File: src/rtl/mbs_pkg.sv
package mbs_pkg;
    localparam int DW = 32;

    typedef enum logic [2:0] {
        ST_OK      = 3'd0,
        ST_BADLEN  = 3'd1,
        ST_NOLINK  = 3'd2,
        ST_TIMEOUT = 3'd3,
        ST_RBERR   = 3'd4
    } send_status_e;

    typedef enum logic [3:0] {
        S_IDLE, S_FILL, S_COMMIT, S_VERIFY, S_RING,
        S_GAP, S_POLL, S_CLEAR, S_DONE
    } send_state_e;
endpackage

File: src/rtl/mbs_req_check.sv
module mbs_req_check
    import mbs_pkg::*;
#(
    parameter int AW = 16
) (
    input  logic          link_up,
    input  logic [AW-1:0] len,
    input  logic [AW-1:0] size,
    output logic          accept,
    output send_status_e  verdict
);
    localparam int XW = AW + 1;

    logic [XW-1:0] need;
    logic          fits;
    logic          aligned;

    always_comb begin
        need    = {1'b0, len} + XW'(4);
        fits    = need <= {1'b0, size};
        aligned = (len[1:0] == 2'b00);
        if (!link_up) begin
            accept  = 1'b0;
            verdict = ST_NOLINK;
        end else if (!(fits && aligned)) begin
            accept  = 1'b0;
            verdict = ST_BADLEN;
        end else begin
            accept  = 1'b1;
            verdict = ST_OK;
        end
    end
endmodule

File: src/rtl/mbs_poll_timer.sv
module mbs_poll_timer #(
    parameter int POLL_GAP = 4,
    parameter int POLL_MAX = 1000
) (
    input  logic clk,
    input  logic rst_n,
    input  logic restart,
    input  logic wait_en,
    input  logic poll_en,
    output logic gap_done,
    output logic last_try
);
    localparam int GW = $clog2(POLL_GAP + 1);
    localparam int TW = $clog2(POLL_MAX + 1);

    logic [GW-1:0] gap_cnt;
    logic [TW-1:0] try_cnt;

    always_ff @(posedge clk or negedge rst_n) begin
        if (!rst_n) begin
            gap_cnt <= '0;
            try_cnt <= '0;
        end else begin
            if (wait_en && !gap_done)
                gap_cnt <= gap_cnt + 1'b1;
            else
                gap_cnt <= '0;
            if (restart)
                try_cnt <= '0;
            else if (poll_en)
                try_cnt <= try_cnt + 1'b1;
        end
    end

    assign gap_done = wait_en && (gap_cnt == GW'(POLL_GAP - 1));
    assign last_try = (try_cnt == TW'(POLL_MAX - 1));
endmodule

File: src/rtl/mbox_sender.sv
module mbox_sender
    import mbs_pkg::*;
#(
    parameter int AW       = 16,
    parameter int POLL_GAP = 4,
    parameter int POLL_MAX = 1000
) (
    input  logic          clk,
    input  logic          rst_n,
    input  logic          link_up,
    input  logic [AW-1:0] mbox_base,
    input  logic [AW-1:0] mbox_size,
    input  logic          req_valid,
    input  logic [AW-1:0] req_len,
    output logic          busy,
    input  logic          wd_valid,
    output logic          wd_ready,
    input  logic [31:0]   wd_data,
    output logic          mem_we,
    output logic          mem_re,
    output logic [AW-1:0] mem_addr,
    output logic [31:0]   mem_wdata,
    input  logic [31:0]   mem_rdata,
    output logic          doorbell,
    output logic          done,
    output logic [2:0]    status
);
    send_state_e   state;
    send_status_e  result_q;
    send_status_e  verdict;
    logic          accept;
    logic [AW-1:0] base_q;
    logic [AW-1:0] len_q;
    logic [AW-1:0] idx_q;
    logic [AW-1:0] nwords;
    logic          gap_done;
    logic          last_try;
    logic          hdr_match;
    logic          hdr_zero;

    mbs_req_check #(.AW(AW)) u_chk (
        .link_up (link_up),
        .len     (req_len),
        .size    (mbox_size),
        .accept  (accept),
        .verdict (verdict)
    );

    mbs_poll_timer #(.POLL_GAP(POLL_GAP), .POLL_MAX(POLL_MAX)) u_tmr (
        .clk      (clk),
        .rst_n    (rst_n),
        .restart  (state == S_RING),
        .wait_en  (state == S_GAP),
        .poll_en  (state == S_POLL),
        .gap_done (gap_done),
        .last_try (last_try)
    );

    assign nwords    = len_q >> 2;
    assign hdr_match = (mem_rdata == {{(DW-AW){1'b0}}, len_q});
    assign hdr_zero  = (mem_rdata == '0);

    // State register and captured request data
    always_ff @(posedge clk or negedge rst_n) begin
        if (!rst_n) begin
            state    <= S_IDLE;
            result_q <= ST_OK;
            base_q   <= '0;
            len_q    <= '0;
            idx_q    <= '0;
        end else begin
            unique case (state)
                S_IDLE: if (req_valid) begin
                    base_q   <= mbox_base;
                    len_q    <= req_len;
                    idx_q    <= '0;
                    result_q <= verdict;
                    if (!accept)
                        state <= S_DONE;
                    else if (req_len == '0)
                        state <= S_COMMIT;
                    else
                        state <= S_FILL;
                end
                S_FILL: if (wd_valid) begin
                    idx_q <= idx_q + 1'b1;
                    if (idx_q == nwords - 1'b1)
                        state <= S_COMMIT;
                end
                S_COMMIT: state <= S_VERIFY;
                S_VERIFY: begin
                    if (hdr_match) begin
                        state <= S_RING;
                    end else begin
                        result_q <= ST_RBERR;
                        state    <= S_DONE;
                    end
                end
                S_RING: state <= S_GAP;
                S_GAP: if (gap_done) state <= S_POLL;
                S_POLL: begin
                    if (hdr_zero) begin
                        result_q <= ST_OK;
                        state    <= S_DONE;
                    end else if (last_try) begin
                        state <= S_CLEAR;
                    end else begin
                        state <= S_GAP;
                    end
                end
                S_CLEAR: begin
                    result_q <= ST_TIMEOUT;
                    state    <= S_DONE;
                end
                S_DONE: state <= S_IDLE;
                default: state <= S_IDLE;
            endcase
        end
    end

    // Outputs decoded from state
    always_comb begin
        busy      = (state != S_IDLE);
        wd_ready  = 1'b0;
        mem_we    = 1'b0;
        mem_re    = 1'b0;
        mem_addr  = base_q;
        mem_wdata = '0;
        doorbell  = 1'b0;
        done      = 1'b0;
        status    = result_q;
        unique case (state)
            S_FILL: begin
                wd_ready  = 1'b1;
                mem_we    = wd_valid;
                mem_addr  = base_q + AW'(4) + (idx_q << 2);
                mem_wdata = wd_data;
            end
            S_COMMIT: begin
                mem_we    = 1'b1;
                mem_wdata = {{(DW-AW){1'b0}}, len_q};
            end
            S_VERIFY: mem_re   = 1'b1;
            S_RING:   doorbell = 1'b1;
            S_POLL:   mem_re   = 1'b1;
            S_CLEAR:  mem_we   = 1'b1;
            S_DONE:   done     = 1'b1;
            default: ;
        endcase
    end
endmodule

File: config.mk
export PLATFORM = sky130hd
export DESIGN_NAME = mbox_sender
export DESIGN_NICKNAME = d
export VERILOG_FILES = /design/src/rtl/mbs_pkg.sv /design/src/rtl/mbs_req_check.sv /design/src/rtl/mbs_poll_timer.sv /design/src/rtl/mbox_sender.sv
export SDC_FILE = /design/constraint.sdc
export NUM_CORES = 1
export LEC_CHECK = 0
export BUFFER_PORTS_ARGS = -buffer_cell sky130_fd_sc_hd__buf_2
export CORE_MARGIN = 5
export CORE_UTILIZATION = 45
export DETAILED_ROUTE_END_ITERATION = 10
export PLACE_DENSITY = 0.76
export SLEW_MARGIN = 20
export SYNTH_ARGS = -nofsm -noshare
export SYNTH_HDL_FRONTEND = slang
export SYNTH_HIERARCHICAL = 1
export SYNTH_SLANG_ARGS = --single-unit
File: constraint.sdc
create_clock -name clk -period 4.7 [get_ports clk]
set_input_delay 0.705 -clock clk [delete_from_list [all_inputs] [get_ports clk]]
set_output_delay 0.705 -clock clk [all_outputs]
set_load 0.005 [all_outputs]
# Yosys cells after proc, flatten, opt, wreduce, memory -nomap -nowiden
# Index checks and enable logic that the tools add are counted.
op_classes:
  n_addsub: 7
  n_lt_le_gt_ge: 1
  eq_ne: 18
  muxes: 31
  reduce_logical: 18
op_table:
  columns: ["cell", "n"]
  rows:
  - ["$pmux W32 S2", 1]
  - ["$mux W16", 3]
  - ["$eq A32 B16 Y1", 1]
  - ["$logic_not A32 Y1", 1]
  - ["$pmux W16 S2", 1]
  - ["$pmux W4 S8", 1]
  - ["$mux W4", 7]
  - ["$mux W10", 2]
  - ["$add A16 B3 Y17 const B", 1]
  - ["$le A17 B16 Y1", 1]
  - ["$add A16 B1 Y16 const B", 1]
  - ["$add A16 B16 Y16", 1]
  - ["$add A16 B3 Y16 const B", 1]
  - ["$eq A16 B16 Y1", 1]
  - ["$eq A4 B3 Y1 const B", 4]
  - ["$logic_not A16 Y1", 1]
  - ["$mux W3", 5]
  - ["$sub A14 B1 Y15 const B", 1]
  - ["$ne A2 B2 Y1 const B", 6]
  - ["$pmux W3 S4", 1]
  - ["$add A10 B1 Y10 const B", 1]
  - ["$eq A10 B10 Y1 const B", 1]
  - ["$eq A4 B2 Y1 const B", 2]
  - ["$reduce_and A4 Y1", 2]
  - ["16 further kinds", 28]
totals:
  ff_bits: 68
  input_bits: 117
  elab_cells: 82

# Longest topological paths before layout
logic_depth:
  word_depth: 8
  mapped_depth: 16
  ltp_nobuf: 16

# Cells and area by module
# Netlist, hierarchy kept.
by_module_without_submodules:
  columns: ["mod", "instances", "cells_each", "area_each_um2", "seq_area_each_um2"]
  rows:
  - ["mbox_sender", 1, 492, 4394.2, 1376.3]
  - ["mbs_req_check", 1, 97, 673.1, 0.0]
  - ["mbs_poll_timer", 1, 64, 646.9, 325.3]

# Worst setup path after synthesis
# OpenSTA, ideal clock, no wires.
synth_timing:
  kind: "input to register"
  from: "input port req_len[7]"
  to: "register state[0]"
  t_arrival_ns: 3.474
  required_time_ns: 4.613
  path_slack_ns: 1.139
  stages: 14
  n_path_buf: 0
  path_cell_list: "and4_1 and3_1 nand4_1 xnor2_1 ha_1 a21oi_2 nor2_1 or4_4 a2111oi_2 and3_1 a211oi_1 a2111oi_0 nor2_1 a22oi_1"
synth_via:
  elab_chain_cells: 8
  elab_cells_between_ends: 10
  classes_between: "add/sub (1); order compare (1); mux (6); reduce/logical (2)"
synth_rtl:
  columns: ["item", "line_no", "rtl"]
  rows:
  - ["from (decl)", "mbox_sender.sv:14", "input logic [AW-1:0] req_len,"]
  - ["$add A16 B3 Y17", "mbs_req_check.sv:19", "need = {1'b0, len} + XW'(4);"]
  - ["$le A17 B16 Y1", "mbs_req_check.sv:20", "fits = need <= {1'b0, size};"]
  - ["$logic_and A1 B1 Y1", "mbs_req_check.sv:25", "end else if (!(fits && aligned)) begin"]
  - ["$mux W1", "mbs_req_check.sv:25", null]
  - ["$mux W1", "mbs_req_check.sv:22", "if (!link_up) begin"]
  - ["net accept", "mbox_sender.sv:31", "logic accept;"]
  - ["$mux W4", "mbox_sender.sv:78", "if (!accept)"]
  - ["$mux W4", "mbox_sender.sv:73", "S_IDLE: if (req_valid) begin"]
  - ["$pmux W4 S8", "mbox_sender.sv:72", "unique case (state)"]
  - ["to (signal assigned)", "mbox_sender.sv:79", "state <= S_DONE;"]
  - ["to (signal assigned)", "mbox_sender.sv:81", "state <= S_COMMIT;"]
  - ["to (signal assigned)", "mbox_sender.sv:83", "state <= S_FILL;"]
  - ["to (decl)", "mbox_sender.sv:28", "send_state_e state;"]
# The timed path passes the listed nets, and every way through them passes these cells. The select of a mux whose other input is x is not followed.
# A chain may end at the register's enable or synchronous reset.

# Worst setup path after layout
layout_timing:
  from: "register idx_q[1]"
  to: "output port mem_addr[15]"
layout_via:
  elab_chain_cells: 2
layout_rtl:
  columns: ["item", "line_no", "rtl"]
  rows:
  - ["from (decl)", "mbox_sender.sv:34", "logic [AW-1:0] idx_q;"]
  - ["from (signal assigned)", "mbox_sender.sv:86", "idx_q <= idx_q + 1'b1;"]
  - ["$add A16 B16 Y16", "mbox_sender.sv:136", "mem_addr = base_q + AW'(4) + (idx_q << 2);"]
  - ["$mux W16", "mbox_sender.sv:132", "unique case (state)"]
  - ["to (decl)", "mbox_sender.sv:21", "output logic [AW-1:0] mem_addr,"]
# No other way between the ends.

==> impl_metrics.py <==
metrics = {
    "outcome": {
        "status": "finished, final reports clean",
    },
    "grt": {
        "antenna_found_initial": 2,
        "grt_max_degree": 47,
        "gr-total-overflow": 0,
        "grt_pass1_wl_mm": 25.4,
        "first_global_vias": 5224,
        "grtUsageTotal_pct": 21.3,
    },
    "yosys": {
        "synthCells": 653,
        "async_reset_ff_share_pct": 100,
        "yosys.area.top_type": "dfrtp_1",
        "synthesis.area_um2": 5710,
        "yosysUniqueCellTypes": 63,
        "synth.ff_latch_count": 68,
        "synth_top_cell_area_share_pct": 29.8,
        "ys_top_cells_by_count": "68 x dfrtp_1, 53 x nor2_1, 47 x ha_1, 47 x nand2_1, 45 x xor2_1",
        "yosysMostFrequentCell": "dfrtp_1",
        "ys_seq_area_share_pct": 29.8,
        "ys_warn_count": 6,
        "synth_edf_count": 0,
        "syn_avg_cell_area_um2": 8.75,
        "syn_nets": 818,
        "ys.flop_type": "dfrtp_1",
        "synthTopCellsByArea": "dfrtp_1 30%, ha_1 10%, xor2_1 6.9%",
    },
    "cells_and_area": {
        "num_antenna_cells": 0,
        "fin_nets": 976,
        "fin_util_pct": 55.8,
        "layout-drive-gt1-share_pct": 30.0,
        "final_area_um2": 6990,
        "area_growth_pct": 22.3,
    },
    "drt": {
        "drt_first_pass_iters": 4,
        "drc": 0,
        "ant_nets": 0,
        "drt_iter0_markers": 364,
        "wl_mm": 15.8,
        "route.detailed.wl_per_inst_um": 16.0,
        "vias": 5361,
        "viasPerCell": 5.43,
    },
    "placed_design": {
        "gp_congestion": 0.967,
        "io_buffers": 173,
        "place_hpwl_mm": 12.6,
        "place_area_um2": 6700,
    },
    "clocking": {
        "cts_resized": 0,
        "clock_latency_ps": 340,
        "cts_max_level": 3,
        "hold_buffers": 0,
        "post_cts_buffers": 0,
        "cts_buffer_depth": 2,
        "clkSinkCount": 68,
        "cts_tree": "done",
        "numCtsBuffers": 9,
        "cts_root_buffer": "clkbuf_16",
        "path_clk_slew_ps": 60,
    },
    "hold_path": {
        "hold_class": "in2async",
    },
    "floorplanning": {
        "rows": 41,
        "core_area_um2": 12500,
        "fp.dieArea_um2": 15100,
        "die_h_um": 123,
        "pin_count": 174,
        "die_x_um": 123,
        "start_util_pct": 45.7,
    },
    "critical_path": {
        "critPathCaptureType": "primary output",
        "worstSetupPathType": "reg2out",
        "worstSetupStartpoint": "idx_q[1]$_DFFE_PN0P_",
        "r2r-start": "state[0]$_DFFE_PN0P_",
        "cp.arrival_ps": 3310,
        "worstPathMaxFanout": 5,
        "worstSetupStartpointType": "flip-flop",
        "cp_data_required_time_ps": 3990,
    },
    "sta": {
        "min_period_over_period_pct": 85.4,
        "slew_viol_final": 0,
        "finalSetupViolations": 0,
        "slew_headroom_pct": 42.7,
        "finalCriticalPeriod_ps": 4010,
        "final_hold_viol_count": 0,
        "rsz0062_at_grt": "false",
        "max_freq_mhz": 249,
        "finClkSkew_ps": 5.45,
        "worstMarginPinSlew_ps": 858,
        "hold_slack_ps": 456,
        "fin_tns_setup_ps": 0,
    },
    "power": {
        "powerDensity_nw_per_um2": 256,
        "power.leakage_uw": 0.00352,
        "ir_drop_mv": 0.142,
    },
    "flow_run": {
        "maxCapViolCount": 0,
    },
}
[state kept, by name (all words and copies together) (netlist names)]
name / flops
u_tmr/gap_cnt: 3
len_q: 16
base_q: 16
state: 4
idx_q: 16
u_tmr/try_cnt: 10
status: 3
[final timing paths]
path                                               to  slack (ps)  cells past startpoint
hold reg to reg            u_tmr/gap_cnt[0]$_DFF_PN0_         460                      1
hold / removal                 base_q[13]$_DFFE_PN0P_         460                      1
max in group asynchronous       base_q[3]$_DFFE_PN0P_        3300                      2
min in group clk           u_tmr/gap_cnt[0]$_DFF_PN0_         460                      1
setup reg to reg                 idx_q[9]$_DFFE_PN0P_        1610                     10
setup / recovery                         mem_addr[15]         690                     12
[stage by stage]
| stage | total power [µW] | setup WS, ps | instances |
|---|---|---|---|
| CTS | 1800 | 681 | 988 |
| floorplan | 978 | 1140 | 653 |
| global placement | 1130 | 796 | 972 |
| detailed placement | 1140 | 760 | 972 |
| finish | 1790 | 687 | 988 |
| global route | 1910 | 423 | 988 |
[cells in the final DEF (no fill, tap or decap), types with 10 or more instances in the layout]
cell / Yosys / layout
nand3_1: 20 / 20
nor2_1: 53 / 52
nand4_1: 15 / 15
xnor2_1: 28 / 28
ha_1: 47 / 47
o21ai_0: 31 / 31
dfrtp_1: 68 / 68
nor3_1: 15 / 15
buf_2: 1 / 173
mux2_2: 32 / 32
and3_1: 10 / 10
nor4_1: 21 / 21
inv_1: 42 / 42
a22o_1: 16 / 16
and2_1: 19 / 19
nand2_1: 47 / 47
xor2_1: 45 / 45
a21oi_1: 24 / 24
[where the power goes]
group	internal, µW	total [µW]	switching (µW)	leakage [µW]
combinational	199	440	240	0.00250
sequential	627	691	64.8	0.000881
clock	400	658	258	0.000138
[layout make-up]
class / instances / area [µm²]
multi-input cells: 511 / 3710
fillers: 1186 / 5530
clock buffers: 13 / 270
clock inverters: 3 / 20.0
well taps: 172 / 215
repair buffers: 179 / 911
inverters: 42 / 158
flip-flops and latches: 68 / 1700
[logic make-up (layout without fill, tap and decap cells)]
| kind of cell | after synthesis | in the layout | synth area share, % |
|---|---|---|---|
| buffers and inverters | 74 | 237 | 5.50 |
| adder cells (fa/ha/maj) | 48 | 48 | 10.6 |
| multiplexers | 38 | 38 | 7.36 |
| flip-flops | 68 | 68 | 29.8 |
| AO/OA/AOI/OAI | 109 | 109 | 12.9 |
| other | 1 | 1 | 0.0656 |
| XOR/XNOR | 73 | 73 | 11.2 |
| AND/OR/NAND/NOR | 242 | 242 | 22.6 |
[worst max-delay path, stage by stage, from the launching register on]
cell and delay [ps]:
dfrtp_1 440, ha_1 300, ha_1 170, inv_1 50
fa_1 400, nand2b_1 180, a21oi_1 290, o311ai_0 240
and3_1 210, o21ai_0 140, nor3b_1 270, xor2_1 160
buf_2 130
[layer usage]
metal	share of wire, %	global-route usage, %
met5	0.22	0
met4	3.4	9.59
met3	6.4	4.15
met2	47	35.7
met1	43	26.4
(Power assumes the default switching activity.)
